<file path="src/rtl/evt_timer_pkg.sv">
package evt_timer_pkg;
  localparam int BYTE_W = 8;
  localparam int CNT_W  = 2 * BYTE_W;

  typedef struct packed {
    logic       rw16;
    logic       trg_hi;
    logic [1:0] div_sel;
    logic       trg_lo;
    logic       nosync;
    logic       ext_sel;
    logic       run;
  } tmr_ctrl_t;

  typedef enum logic [1:0] {
    A_CNT_LO = 2'd0,
    A_CNT_HI = 2'd1,
    A_CTRL   = 2'd2,
    A_IRQ    = 2'd3
  } tmr_addr_e;
endpackage

</file>
<file path="src/rtl/tmr_src_sel.sv">
module tmr_src_sel #(
  parameter int SYNC_STAGES = 2
) (
  input  logic clk,
  input  logic rst_n,
  input  logic tick_in,
  input  logic ext_clk,
  input  logic ext_sel,
  input  logic nosync,
  output logic src_evt
);
  logic [SYNC_STAGES-1:0] sync_q;
  logic sync_prev;
  logic raw_prev;
  logic sync_edge;
  logic raw_edge;

  always_ff @(posedge clk or negedge rst_n) begin
    if (!rst_n) begin
      sync_q    <= '0;
      sync_prev <= 1'b0;
      raw_prev  <= 1'b0;
    end else begin
      sync_q[0] <= ext_clk;
      for (int i = 1; i < SYNC_STAGES; i++) sync_q[i] <= sync_q[i-1];
      sync_prev <= sync_q[SYNC_STAGES-1];
      raw_prev  <= sync_q[0];
    end
  end

  assign sync_edge = sync_q[SYNC_STAGES-1] & ~sync_prev;
  assign raw_edge  = sync_q[0] & ~raw_prev;

  always_comb begin
    if (!ext_sel)     src_evt = tick_in;
    else if (nosync)  src_evt = raw_edge;
    else              src_evt = sync_edge;
  end
endmodule

</file>
<file path="src/rtl/tmr_prescaler.sv">
module tmr_prescaler #(
  parameter int SEL_W = 2
) (
  input  logic             clk,
  input  logic             rst_n,
  input  logic             src_evt,
  input  logic             run,
  input  logic             clr,
  input  logic [SEL_W-1:0] div_sel,
  output logic             inc
);
  localparam int PS_W = (1 << SEL_W) - 1;

  logic [PS_W-1:0] pcnt;
  logic [PS_W-1:0] mask;
  logic            hit;

  always_comb begin
    for (int i = 0; i < PS_W; i++) mask[i] = (i < int'(div_sel));
  end

  assign hit = ((pcnt & mask) == mask);
  assign inc = src_evt & run & hit;

  always_ff @(posedge clk or negedge rst_n) begin
    if (!rst_n)               pcnt <= '0;
    else if (clr)             pcnt <= '0;
    else if (src_evt && run)  pcnt <= hit ? '0 : pcnt + PS_W'(1);
  end


  div1_pass_chk: assert property (@(posedge clk) disable iff (!rst_n)
    (div_sel == '0 && src_evt && run) |-> inc);


  ps_hold_chk: assert property (@(posedge clk) disable iff (!rst_n)
    (!run && !clr) |=> $stable(pcnt));
endmodule

</file>
<file path="src/rtl/tmr_count_core.sv">
module tmr_count_core
  import evt_timer_pkg::*;
(
  input  logic              clk,
  input  logic              rst_n,
  input  logic              inc,
  input  logic              clr_req,
  input  logic              wr_lo,
  input  logic              wr_hi,
  input  logic [BYTE_W-1:0] lo_val,
  input  logic [BYTE_W-1:0] hi_val,
  input  logic              flag_clr,
  output logic [CNT_W-1:0]  count_q,
  output logic              flag_q
);
  logic wr_any;
  logic wrap;

  assign wr_any = wr_lo | wr_hi;
  assign wrap   = inc & ~clr_req & ~wr_any & (count_q == '1);

  // Count survives reset by design: no reset term.
  always_ff @(posedge clk) begin
    if (wr_any) begin
      if (wr_lo) count_q[BYTE_W-1:0]     <= lo_val;
      if (wr_hi) count_q[CNT_W-1:BYTE_W] <= hi_val;
    end else if (clr_req) begin
      count_q <= '0;
    end else if (inc) begin
      count_q <= count_q + CNT_W'(1);
    end
  end

  always_ff @(posedge clk or negedge rst_n) begin
    if (!rst_n)        flag_q <= 1'b0;
    else if (wrap)     flag_q <= 1'b1;
    else if (flag_clr) flag_q <= 1'b0;
  end


  trig_clr_chk: assert property (@(posedge clk) disable iff (!rst_n)
    (clr_req && !wr_any) |=> (count_q == '0));


  trig_noflag_chk: assert property (@(posedge clk) disable iff (!rst_n)
    (clr_req && !flag_q) |=> !flag_q);


  wr_win_chk: assert property (@(posedge clk) disable iff (!rst_n)
    (wr_lo && clr_req) |=> (count_q[BYTE_W-1:0] == $past(lo_val)));


  flag_wrap_chk: assert property (@(posedge clk) disable iff (!rst_n)
    $rose(flag_q) |-> (count_q == '0));


  flag_sticky_chk: assert property (@(posedge clk) disable iff (!rst_n)
    (flag_q && !flag_clr) |=> flag_q);


  cnt_hold_chk: assert property (@(posedge clk) disable iff (!rst_n)
    (!inc && !clr_req && !wr_any) |=> $stable(count_q));
endmodule

</file>
<file path="src/rtl/tmr_regif.sv">
module tmr_regif
  import evt_timer_pkg::*;
(
  input  logic              clk,
  input  logic              rst_n,
  input  logic              bus_we,
  input  logic              bus_re,
  input  logic [1:0]        bus_addr,
  input  logic [BYTE_W-1:0] bus_wdata,
  output logic [BYTE_W-1:0] bus_rdata,
  input  logic [CNT_W-1:0]  count_q,
  input  logic              flag_q,
  output tmr_ctrl_t         ctrl_q,
  output logic              irq_en,
  output logic              cnt_wr_lo,
  output logic              cnt_wr_hi,
  output logic [BYTE_W-1:0] lo_val,
  output logic [BYTE_W-1:0] hi_val,
  output logic              flag_clr
);
  logic [BYTE_W-1:0] hi_wbuf;
  logic [BYTE_W-1:0] hi_rbuf;
  logic we_lo, we_hi, we_ctrl, we_irq;

  assign we_lo   = bus_we && (bus_addr == A_CNT_LO);
  assign we_hi   = bus_we && (bus_addr == A_CNT_HI);
  assign we_ctrl = bus_we && (bus_addr == A_CTRL);
  assign we_irq  = bus_we && (bus_addr == A_IRQ);

  assign cnt_wr_lo = we_lo;
  assign cnt_wr_hi = ctrl_q.rw16 ? we_lo : we_hi;
  assign lo_val    = bus_wdata;
  assign hi_val    = ctrl_q.rw16 ? hi_wbuf : bus_wdata;
  assign flag_clr  = we_irq && !bus_wdata[0];

  always_ff @(posedge clk or negedge rst_n) begin
    if (!rst_n) begin
      ctrl_q  <= '0;
      irq_en  <= 1'b0;
      hi_wbuf <= '0;
      hi_rbuf <= '0;
    end else begin
      if (we_ctrl) ctrl_q <= tmr_ctrl_t'(bus_wdata);
      if (we_irq)  irq_en <= bus_wdata[1];
      if (we_hi && ctrl_q.rw16) hi_wbuf <= bus_wdata;
      if (bus_re && bus_addr == A_CNT_LO && ctrl_q.rw16)
        hi_rbuf <= count_q[CNT_W-1:BYTE_W];
    end
  end

  always_comb begin
    unique case (bus_addr)
      A_CNT_LO: bus_rdata = count_q[BYTE_W-1:0];
      A_CNT_HI: bus_rdata = ctrl_q.rw16 ? hi_rbuf : count_q[CNT_W-1:BYTE_W];
      A_CTRL:   bus_rdata = ctrl_q;
      default:  bus_rdata = {{(BYTE_W-2){1'b0}}, irq_en, flag_q};
    endcase
  end


  hi_buffered_chk: assert property (@(posedge clk) disable iff (!rst_n)
    (we_hi && ctrl_q.rw16 && !we_lo) |=> $stable(count_q[CNT_W-1:BYTE_W]) || $past(count_q != '0));
endmodule

</file>
<file path="src/rtl/evt_timer16.sv">
module evt_timer16
  import evt_timer_pkg::*;
#(
  parameter int SYNC_STAGES = 2,
  parameter int PS_SEL_W    = 2
) (
  input  logic              clk,
  input  logic              rst_n,
  input  logic              tick_in,
  input  logic              ext_clk,
  input  logic [1:0]        evt_trig,
  input  logic              bus_we,
  input  logic              bus_re,
  input  logic [1:0]        bus_addr,
  input  logic [BYTE_W-1:0] bus_wdata,
  output logic [BYTE_W-1:0] bus_rdata,
  output logic              irq
);
  tmr_ctrl_t         ctrl_q;
  logic              irq_en;
  logic              cnt_wr_lo, cnt_wr_hi, flag_clr;
  logic [BYTE_W-1:0] lo_val, hi_val;
  logic [CNT_W-1:0]  count_q;
  logic              flag_q;
  logic              src_evt, inc;
  logic              trig_hit, trig_ok, clr_req;

  tmr_regif u_regif (
    .clk, .rst_n, .bus_we, .bus_re, .bus_addr, .bus_wdata, .bus_rdata,
    .count_q, .flag_q, .ctrl_q, .irq_en, .cnt_wr_lo, .cnt_wr_hi,
    .lo_val, .hi_val, .flag_clr
  );

  tmr_src_sel #(.SYNC_STAGES(SYNC_STAGES)) u_src (
    .clk, .rst_n, .tick_in, .ext_clk,
    .ext_sel(ctrl_q.ext_sel), .nosync(ctrl_q.nosync), .src_evt
  );

  tmr_prescaler #(.SEL_W(PS_SEL_W)) u_ps (
    .clk, .rst_n, .src_evt, .run(ctrl_q.run),
    .clr(cnt_wr_lo | cnt_wr_hi), .div_sel(ctrl_q.div_sel[PS_SEL_W-1:0]), .inc
  );

  assign trig_hit = (ctrl_q.trg_lo & evt_trig[0]) | (ctrl_q.trg_hi & evt_trig[1]);
  assign trig_ok  = ~(ctrl_q.ext_sel & ctrl_q.nosync);
  assign clr_req  = trig_hit & trig_ok;

  tmr_count_core u_core (
    .clk, .rst_n, .inc, .clr_req, .wr_lo(cnt_wr_lo), .wr_hi(cnt_wr_hi),
    .lo_val, .hi_val, .flag_clr, .count_q, .flag_q
  );

  assign irq = flag_q & irq_en;


  async_ign_chk: assert property (@(posedge clk) disable iff (!rst_n)
    (ctrl_q.ext_sel && ctrl_q.nosync && !inc && !cnt_wr_lo && !cnt_wr_hi) |=> $stable(count_q));
endmodule

</file>
<file path="config.mk">
export PLATFORM = sky130hd
export DESIGN_NAME = evt_timer16
export DESIGN_NICKNAME = d
export VERILOG_FILES = /design/src/rtl/evt_timer_pkg.sv /design/src/rtl/tmr_src_sel.sv /design/src/rtl/tmr_prescaler.sv /design/src/rtl/tmr_count_core.sv /design/src/rtl/tmr_regif.sv /design/src/rtl/evt_timer16.sv
export SDC_FILE = /design/constraint.sdc
export NUM_CORES = 1
export LEC_CHECK = 0
export ABC_AREA = 1
export ABC_CLOCK_PERIOD_IN_PS = 4850
export CORE_MARGIN = 5
export CORE_UTILIZATION = 55
export DETAILED_ROUTE_END_ITERATION = 8
export PLACE_DENSITY = 0.84
export SLEW_MARGIN = 20
export SYNTH_ARGS = -nofsm -noshare
export SYNTH_HDL_FRONTEND = slang
export SYNTH_SLANG_ARGS = --single-unit
</file>
<file path="constraint.sdc">
create_clock -name clk -period 4.85 [get_ports clk]
set_input_delay 0.485 -clock clk [delete_from_list [all_inputs] [get_ports clk]]
set_output_delay 0.485 -clock clk [all_outputs]
set_load 0.02 [all_outputs]
</file>
==> flow_metrics.py <==
metrics = {
    "critical_path": {
        "critPathRequiredTime_ns": 4.37,
        "cp_max_fo": 6,
        "crit_path_end_kind": "output port",
        "critical_path_class": "input port to output port",
        "start_kind": "input port",
        "worstPathArrival_ns": 2.34,
    },
    "pwr": {
        "p_leak_nw": 1.428,
        "peakVddDrop_v": 0.0002762,
        "p_per_area_nw_per_um2": 396.1,
    },
    "routing": {
        "vias": 2460,
        "wl_per_cell_um": 14.28,
        "vias_per_cell": 5.479,
        "drc": 0,
        "drt_iter0_drc": 248,
        "drtAntennaViolNets": 0,
        "first_pass_iters": 5,
        "routed_wirelength_um": 6410,
    },
    "synthesis": {
        "ys.flop_type": "dfrtp_1",
        "yosys_warnings": 0,
        "async_reset_ff_frac": 0.6667,
        "yosys.area.top_type_share": 0.2953,
        "ys_types": 28,
        "ys_ff_latch": 48,
        "yosysSeqAreaShare": 0.4725,
        "synthesis.nets": 373,
        "ys_top_cells_by_area": "dfrtp_1 (30%), edfxtp_1 (18%), nand2_1 (16%), o21ai_0 (6.5%), inv_1 (5.1%)",
        "postSynthAreaPerCell_um2": 7.681,
        "synth_cells": 353,
        "synth_edf_count": 16,
        "synth_top_area_cell": "dfrtp_1",
        "synth.cell_area_um2": 2711,
    },
    "global_route": {
        "first_global_vias": 2320,
        "grt_pass1_wl_um": 11180,
        "grt_usage": 0.2270,
        "antenna_found_initial": 0,
        "overflow": 0,
        "grt_max_degree": 33,
    },
    "final_layout": {
        "fin_nets": 401,
        "antennaDiodeCount": 0,
        "fillers": 423,
        "instances_no_fill": 449,
        "design_area_um2": 3134,
        "regArea_um2": 1281,
        "layout-drive-gt1-share": 0.06806,
        "utilization": 0.6592,
        "syn2layout_area_growth_pct": 15.60,
        "multi_input_area_um2": 1237,
    },
    "sta": {
        "fmax_mhz": 354.0,
        "slew_viol_final": 0,
        "slew_headroom": 0.5461,
        "period_share": 0.5824,
        "finalCriticalPeriod_ns": 2.825,
        "hold_slack_ns": 0.3912,
        "skew_ns": 0.01116,
        "finalHoldViolCount": 0,
        "rsz0062_at_grt": "no",
        "worst_pin_slew_ns": 0.6783,
        "setup_viol": 0,
        "tns_ns": 0,
    },
    "clocking": {
        "clockRootBuffer": "clkbuf_8",
        "cts_buffer_depth": 2,
        "postCtsResizedCells": 0,
        "clk_pin_slew_ns": 0.09,
        "htreeDepth": 2,
        "clock_latency_ns": 0.31,
        "cts_hold_buf": 0,
        "clock-sinks": 48,
        "cts_buffers": 5,
        "cts_tree": "done",
        "post_cts_buffers": 0,
    },
    "floorplan": {
        "dieHeight_um": 80.21,
        "pin_count": 27,
        "core_um2": 4755,
        "rows": 25,
        "die-width_um": 80.21,
        "start_util": 0.5703,
        "die_area_um2": 6434,
    },
    "placed_design": {
        "dp_hpwl_um": 5021,
        "portBuffers": 26,
        "place_area_um2": 3038,
        "gp_congestion": 0.9494,
        "place_inst": 441,
    },
    "run": {
        "maxCapViolCount": 0,
    },
    "status": {
        "status": "finished clean",
    },
    "hold_path": {
        "min_path_type": "register to register",
    },
}
==> where the power goes <==
| part | internal [mW] | switching, mW |
|---|---|---|
| logic | 0.138 | 0.227 |
| clock network | 0.116 | 0.137 |
| registers | 0.539 | 0.0857 |
==> routing by layer <==
metal / wire length (µm) / vias to the layer above / part of all wire / GRT usage
met1: 2829 / 1134 / 0.44 / 0.3102
met2: 2914 / 95 / 0.45 / 0.3510
met3: 499 / 16 / 0.078 / 0.06166
met5: 0 / - / 0 / 0
met4: 167 / 0 / 0.026 / 0.07095
li1: - / 1215 / - / -
==> metrics by stage <==
step	worst slack (ns)	power [mW]
after floorplan	3.086	0.8547
after global placement	2.098	0.9786
after detailed placement	2.038	0.9914
after CTS	2.037	1.239
after global routing	1.885	1.331
final	2.025	1.241
==> worst max-delay path, stage by stage <==
cell and delay, ns:
clkdlybuf4s50_1 0.53, nor2_2 0.29, inv_1 0.18, o211ai_1 0.21, clkdlybuf4s50_1 0.64
==> final cells by class <==
class | count | area share
clock buffer | 6 | 0.02635
clock inverter | 2 | 0.004391
inverter | 42 | 0.05110
multi-input combinational | 256 | 0.3948
sequential | 48 | 0.4088
tap | 67 | 0.02675
timing repair buffer | 28 | 0.08782
==> worst paths after layout <==
check                                              start                              to  slack [ns]  depth (start not counted)
max                                          bus_addr[0]                    bus_rdata[6]        2.03                          5
max reg2reg                u_regif.ctrl_q[7]$_DFFE_PN0P_    u_core.count_q[15]$_DFFE_PP_        2.84                          5
min reg2reg                    u_src.sync_q[0]$_DFF_PN0_        u_src.raw_prev$_DFF_PN0_        0.39                          0
max in group asynchronous                          rst_n        u_ps.pcnt[0]$_DFFE_PN0P_        3.98                          2
min in group asynchronous                          rst_n  u_regif.hi_rbuf[2]$_DFFE_PN0P_        0.56                          2
min                            u_src.sync_q[0]$_DFF_PN0_        u_src.raw_prev$_DFF_PN0_        0.39                          0
==> flip-flops by register name, indices dropped and copies added (netlist names) <==
register	flops
u_core.count_q	16
u_regif.ctrl_q	8
u_regif.hi_rbuf	8
u_regif.hi_wbuf	8
u_ps.pcnt	3
u_core.flag_q	1
u_regif.irq_en	1
u_src.raw_prev	1
u_src.sync_prev	1
u_src.sync_q	1
==> kinds of logic (layout without fill, tap and decap cells) <==
family	count (synthesis)	in the layout	share of synthesized area
AND/OR/NAND/NOR	181	181	0.2940
adder cells (fa/ha/maj)	2	2	0.009228
flip-flops	48	48	0.4725
buffers and inverters	49	78	0.07106
XOR/XNOR	6	6	0.01939
AO/OA/AOI/OAI	67	67	0.1338
==> cell usage after synthesis, drive strengths merged (2+ instances only) <==
cell type / count
o211ai: 5
nor2: 30
edfxtp: 16
buf: 5
o21ai: 47
o22ai: 6
nand3: 31
nand2: 116
xor2: 3
clkbuf: 2
ha: 2
xnor2: 3
a21oi: 6
inv: 42
dfrtp: 32
nand4: 3
a22oi: 2
==> layout by cell type (no fill, tap or decap), types with 4 or more instances in the layout <==
| cell | synthesis | routed |
|---|---|---|
| nand2_1 | 112 | 112 |
| inv_1 | 37 | 37 |
| o21ai_0 | 35 | 35 |
| dfrtp_1 | 32 | 32 |
| nand3_1 | 27 | 27 |
| nor2_1 | 27 | 27 |
| clkdlybuf4s50_1 | 0 | 26 |
| edfxtp_1 | 16 | 16 |
| o21ai_1 | 12 | 12 |
| a21oi_1 | 6 | 6 |
| o22ai_1 | 6 | 6 |
| clkbuf_8 | 0 | 6 |
| o211ai_1 | 5 | 5 |
| inv_2 | 4 | 4 |
(Power assumes the default switching activity.)
